--- src/rtl/ledpwm_pkg.sv ---
`timescale 1ns/1ps
package ledpwm_pkg;
  parameter int LVL_W  = 4;
  parameter int SLOT_W = 6;
  localparam int DUTY_W = SLOT_W + 1;

  // perceptual curve: level -> lit slots out of 2**SLOT_W
  function automatic logic [DUTY_W-1:0] duty_of(input logic [LVL_W-1:0] lvl);
    logic [DUTY_W-1:0] d;
    case (lvl)
      4'd0:  d = 7'd0;
      4'd1:  d = 7'd1;
      4'd2:  d = 7'd2;
      4'd3:  d = 7'd3;
      4'd4:  d = 7'd5;
      4'd5:  d = 7'd7;
      4'd6:  d = 7'd9;
      4'd7:  d = 7'd12;
      4'd8:  d = 7'd15;
      4'd9:  d = 7'd19;
      4'd10: d = 7'd24;
      4'd11: d = 7'd30;
      4'd12: d = 7'd37;
      4'd13: d = 7'd45;
      4'd14: d = 7'd54;
      default: d = 7'd64;
    endcase
    return d;
  endfunction

  function automatic logic slot_lit(input logic [SLOT_W-1:0] slot,
                                    input logic [DUTY_W-1:0] duty);
    return ({1'b0, slot} < duty);
  endfunction
endpackage

--- src/rtl/ledpwm_frame_timer.sv ---
`timescale 1ns/1ps
module ledpwm_frame_timer #(
  parameter int NUM_GRP = 3,
  parameter int SLOT_W  = 6,
  parameter int PH_W    = 2
) (
  input  logic              clk,
  input  logic              rst_n,
  input  logic              tick,
  output logic [SLOT_W-1:0] slot_q,
  output logic [PH_W-1:0]   phase_q,
  output logic              frame_wrap
);
  localparam logic [PH_W-1:0] PH_LAST = PH_W'(NUM_GRP - 1);

  logic slot_last;
  logic phase_last;

  assign slot_last  = &slot_q;
  assign phase_last = (phase_q == PH_LAST);
  assign frame_wrap = tick && slot_last && phase_last;

  always_ff @(posedge clk or negedge rst_n) begin
    if (!rst_n) begin
      slot_q  <= '0;
      phase_q <= '0;
    end else if (tick) begin
      slot_q <= slot_q + 1'b1;
      if (slot_last) begin
        phase_q <= phase_last ? '0 : phase_q + 1'b1;
      end
    end
  end
endmodule

--- src/rtl/ledpwm_level_bank.sv ---
`timescale 1ns/1ps
module ledpwm_level_bank #(
  parameter int NUM_CH = 9,
  parameter int LVL_W  = 4,
  parameter int ADDR_W = 4
) (
  input  logic                         clk,
  input  logic                         rst_n,
  input  logic                         wr_en,
  input  logic [ADDR_W-1:0]            wr_addr,
  input  logic [LVL_W-1:0]             wr_level,
  input  logic                         frame_wrap,
  output logic [NUM_CH-1:0][LVL_W-1:0] pend_q,
  output logic [NUM_CH-1:0][LVL_W-1:0] act_q
);
  logic wr_ok;

  assign wr_ok = wr_en && (int'(wr_addr) < NUM_CH);

  always_ff @(posedge clk or negedge rst_n) begin
    if (!rst_n) begin
      pend_q <= '0;
      act_q  <= '0;
    end else begin
      if (frame_wrap) begin
        act_q <= pend_q;
      end
      if (wr_ok) begin
        pend_q[wr_addr] <= wr_level;
      end
    end
  end
endmodule

--- src/rtl/ledpwm_group_gate.sv ---
`timescale 1ns/1ps
module ledpwm_group_gate #(
  parameter int NUM_CH   = 9,
  parameter int GROUP_SZ = 3,
  parameter int PH_W     = 2
) (
  input  logic [ledpwm_pkg::SLOT_W-1:0]                slot_q,
  input  logic [PH_W-1:0]                              phase_q,
  input  logic [NUM_CH-1:0][ledpwm_pkg::LVL_W-1:0]     act_q,
  output logic [NUM_CH-1:0]                            led
);
  for (genvar ch = 0; ch < NUM_CH; ch++) begin : g_ch
    localparam logic [PH_W-1:0] OWNER = PH_W'(ch / GROUP_SZ);
    logic [ledpwm_pkg::DUTY_W-1:0] duty;
    assign duty    = ledpwm_pkg::duty_of(act_q[ch]);
    assign led[ch] = (phase_q == OWNER) && ledpwm_pkg::slot_lit(slot_q, duty);
  end
endmodule

--- src/rtl/led_trio_pwm.sv ---
`timescale 1ns/1ps
module led_trio_pwm #(
  parameter int NUM_CH   = 9,
  parameter int GROUP_SZ = 3,
  parameter int ADDR_W   = $clog2(NUM_CH)
) (
  input  logic                          clk,
  input  logic                          rst_n,
  input  logic                          tick,
  input  logic                          wr_en,
  input  logic [ADDR_W-1:0]             wr_addr,
  input  logic [ledpwm_pkg::LVL_W-1:0]  wr_level,
  output logic [NUM_CH-1:0]             led
);
  localparam int NUM_GRP = NUM_CH / GROUP_SZ;
  localparam int PH_W    = (NUM_GRP > 1) ? $clog2(NUM_GRP) : 1;
  localparam int LVL_W   = ledpwm_pkg::LVL_W;
  localparam int SLOT_W  = ledpwm_pkg::SLOT_W;

  logic [SLOT_W-1:0]             slot_q;
  logic [PH_W-1:0]               phase_q;
  logic                          frame_wrap;
  logic [NUM_CH-1:0][LVL_W-1:0]  pend_lvl;
  logic [NUM_CH-1:0][LVL_W-1:0]  act_lvl;

  ledpwm_frame_timer #(.NUM_GRP(NUM_GRP), .SLOT_W(SLOT_W), .PH_W(PH_W)) u_timer (
    .clk(clk), .rst_n(rst_n), .tick(tick),
    .slot_q(slot_q), .phase_q(phase_q), .frame_wrap(frame_wrap)
  );

  ledpwm_level_bank #(.NUM_CH(NUM_CH), .LVL_W(LVL_W), .ADDR_W(ADDR_W)) u_bank (
    .clk(clk), .rst_n(rst_n), .wr_en(wr_en), .wr_addr(wr_addr),
    .wr_level(wr_level), .frame_wrap(frame_wrap),
    .pend_q(pend_lvl), .act_q(act_lvl)
  );

  ledpwm_group_gate #(.NUM_CH(NUM_CH), .GROUP_SZ(GROUP_SZ), .PH_W(PH_W)) u_gate (
    .slot_q(slot_q), .phase_q(phase_q), .act_q(act_lvl), .led(led)
  );
endmodule

--- config.mk ---
export PLATFORM = sky130hd
export DESIGN_NAME = led_trio_pwm
export DESIGN_NICKNAME = d
export VERILOG_FILES = /design/src/rtl/ledpwm_pkg.sv /design/src/rtl/ledpwm_frame_timer.sv /design/src/rtl/ledpwm_level_bank.sv /design/src/rtl/ledpwm_group_gate.sv /design/src/rtl/led_trio_pwm.sv
export SDC_FILE = /design/constraint.sdc
export NUM_CORES = 1
export LEC_CHECK = 0
export BUFFER_PORTS_ARGS = -buffer_cell sky130_fd_sc_hd__buf_4
export CELL_PAD_IN_SITES_DETAIL_PLACEMENT = 1
export CELL_PAD_IN_SITES_GLOBAL_PLACEMENT = 2
export CORE_ASPECT_RATIO = 1.1
export CORE_MARGIN = 2
export CORE_UTILIZATION = 42
export DETAILED_ROUTE_END_ITERATION = 8
export PLACE_DENSITY = 0.84
export SYNTH_ARGS = -nofsm -noshare
export SYNTH_HDL_FRONTEND = slang
export SYNTH_SLANG_ARGS = --single-unit
--- constraint.sdc ---
create_clock -name clk -period 2.6 [get_ports clk]
set_input_delay 0.52 -clock clk [delete_from_list [all_inputs] [get_ports clk]]
set_output_delay 0.52 -clock clk [all_outputs]
set_load 0.02 [all_outputs]
==> summary.md <==
| Metric | Value |
|---|---|
| Crit path max fanout | `4` |
| Pre-CTS WS | `-0.212 ns` |
| Top FF cell, synth | `dfrtp_1` |
| Grt ovf | `0` |
| Synth top area share | `33.3%` |
| Share of layout cells above drive strength 1 | `37.8%` |
| Syn-to-layout area delta | `30.2%` |
| Post-synth EDFFs | `0` |
| Starting Density | `43.3%` |
| Drt first pass iters | `4` |
| Number of cell rows | `45` |
| Final weighted congestion in routability-driven placement | `0.775` |
| Hold slack | `0.164 ns` |
| Top cells by area, synth | `dfrtp_1 (33%), ha_1 (21%), mux2_1 (6.7%)` |
| CTS tree | `built` |
| Depth of the CTS H-tree | `3` |
| Req. time, crit path | `2.08 ns` |
| Finished Core Util | `56.3%` |
| Number of global-route vias before repair | `5,399` |
| Full die area | `15,300 sq um` |
| Post-synth top cells | `ha_1 (100), dfrtp_1 (80), nand2_1 (57)` |
| Final nets | `795` |
| Sequential area share after synthesis | `33.3%` |
| YS warnings | `0` |
| Clock latency on the worst-skew pair | `0.34 ns` |
| Mapped Nets | `704` |
| ANT nets after route | `0` |
| Status | `finished with violations` |
| Multi-input gate area | `4180 sq um` |
| Clock root buffer master | `clkbuf_16` |
| Die height | `130 um` |
| Final setup fails | `9` |
| Worst rel slew slack | `62.9%` |
| Clk buf depth | `2` |
| Wire length of the first global-routing pass | `26,800 um` |
| Hold_buf cts | `0` |
| Clk_skew | `0.00882 ns` |
| Cts bufs inserted | `9` |
| Hold Crit Class | `in -> async` |
| Minimum clock period | `3.11 ns` |
| DRC Markers | `0` |
| Fin crit share | `120%` |
| Register Area | `2020 sq um` |
| Post-synth top area cell | `dfrtp_1` |
| WL/cell | `19.2 um` |
| Vias per cell | `5.51` |
| Sink Count | `80` |
| CP Capture Type | `output port` |
| Hold Vio Cnt, Final | `0` |
| Max cap viols | `0` |
| Ys async rst share | `100%` |
| Syn_area_per_cell | `10.2 sq um` |
| Kind of start point of the critical path | `flop` |
| Setup TNS | `-3.35 ns` |
| IO Pins | `21` |
| Static Leak | `3.50 nW` |
| RSZ-0062 raised after global routing | `yes` |
| Post-DP HPWL | `11,600 um` |
| DR vias | `4,823` |
| Final Max Tran Viols | `0` |
| Crit path DAT | `2.59 ns` |
| Final wirelength | `16,800 um` |
| Clk slew on worst S/H paths | `0.07 ns` |
| Setup ws final | `-0.513 ns` |
| PortBufs | `20` |
| Core footprint | `13,900 sq um` |
| Failing checks | `setup timing` |
| Iter 0 DRT Violations | `228` |
| FILL cells | `1,508` |
| Actual slew at the worst max-slew pin | `0.557 ns` |
| GRT Overall Usage | `22.3%` |
| Fmax | `321 MHz` |
| Critical path class | `reg -> out` |
| Yosys cell types | `48` |
| Initial antenna violation count | `0` |
| Largest net degree at the start of global routing | `43` |
| Max VDD drop | `0.000445 V` |
| Total power per unit cell area | `666 nW/um^2` |
| Count leader, synth | `ha_1` |
| Cell count after synthesis | `592` |
| Die X | `118 um` |
| Synthesized area | `6020 sq um` |
| Power, Total | `0.00522 W` |
| Register bit total from synthesis | `80` |
| Final antenna diode count | `0` |
-- metal layers --
metal	vias up	track usage, %	part of all wire (%)
met5	-	0	0
met2	63	42.6	55
met4	0	8.22	1.7
met3	20	3.65	2.4
met1	2433	24.9	41
li1	2307	-	-
-- per-stage QoR --
stage          cells  cell area [sq um]
3_3_place_gp     840               6860
2_1_floorplan    592               6060
3_5_place_dp     840               6860
6_report         876               7840
4_1_cts          867               7460
5_1_grt          876               7840
-- state kept, by name (all words and copies together), names as in the netlist --
name	count
u_bank.act_q	36
u_bank.pend_q	36
u_timer.slot_q	6
u_timer.phase_q	2
-- layout by cell type (no fill, tap or decap), types with 9 or more instances in the layout --
master / n
buf_4: 91
ha_1: 71
dfrtp_1: 66
nand2_1: 56
mux2_1: 36
o21ai_1: 29
inv_2: 23
nor2_1: 20
ha_4: 20
mux2_2: 19
o21ai_0: 16
nand3b_1: 15
a21oi_1: 14
dfrtp_2: 14
inv_1: 11
a21oi_2: 11
o21ai_2: 9
ha_2: 9
clkbuf_16: 9
buf_6: 9
-- worst paths after layout --
check                                               from                       endpoint  slack (ns)  depth (start not counted)
setup reg to reg           u_timer.slot_q[3]$_DFFE_PN0P_   u_bank.act_q[22]$_DFFE_PN0P_        0.52                          5
hold reg to reg            u_bank.pend_q[20]$_DFFE_PN0P_  u_bank.pend_q[20]$_DFFE_PN0P_        0.49                          1
min in group clk                                    tick  u_timer.slot_q[0]$_DFFE_PN0P_        0.40                          2
setup / recovery             u_bank.act_q[4]$_DFFE_PN0P_                         led[1]       -0.51                         10
hold / removal                                     rst_n  u_timer.slot_q[0]$_DFFE_PN0P_        0.16                          1
max in group asynchronous                          rst_n   u_bank.act_q[18]$_DFFE_PN0P_        1.80                          2
-- power breakdown --
part / internal (W) / switching (W)
sequential: 0.00143 / 0.000170
combinational: 0.00102 / 0.00113
clock: 0.000940 / 0.000529
total: 0.00338 / 0.00183
-- cell type report --
cell class | instances | area share (%)
timing repair buffer | 106 | 11.5
inverter | 38 | 2.01
tap | 188 | 3.00
sequential | 80 | 25.8
clock inverter | 7 | 1.52
clock buffer | 9 | 2.87
multi-input combinational | 448 | 53.3
-- timing repair --
item	CTS	global route
resized for setup	71	64
setup endpoints to repair	9	9
setup buffers	11	9
pin swaps	24	27
-- logic make-up after synthesis --
kind of cell	after synthesis	share of synthesized area, %
xor gates and xnor gates	5	0.728
buffers and inverters	64	4.70
DFF	80	33.3
and+or+nand+nor	142	12.4
AOI/OAI and AO/OA	137	14.9
adders and majority gates	100	20.8
muxes	64	13.2
-- worst max-delay path, stage by stage (launching register included) --
cell,delay [ns]
dfrtp_1,0.42
inv_2,0.09
ha_1,0.14
inv_1,0.05
mux4_2,0.47
inv_2,0.06
ha_1,0.21
a21boi_0,0.12
o221a_1,0.28
o41ai_4,0.22
buf_4,0.19
Power figures use the tool's default switching activity.
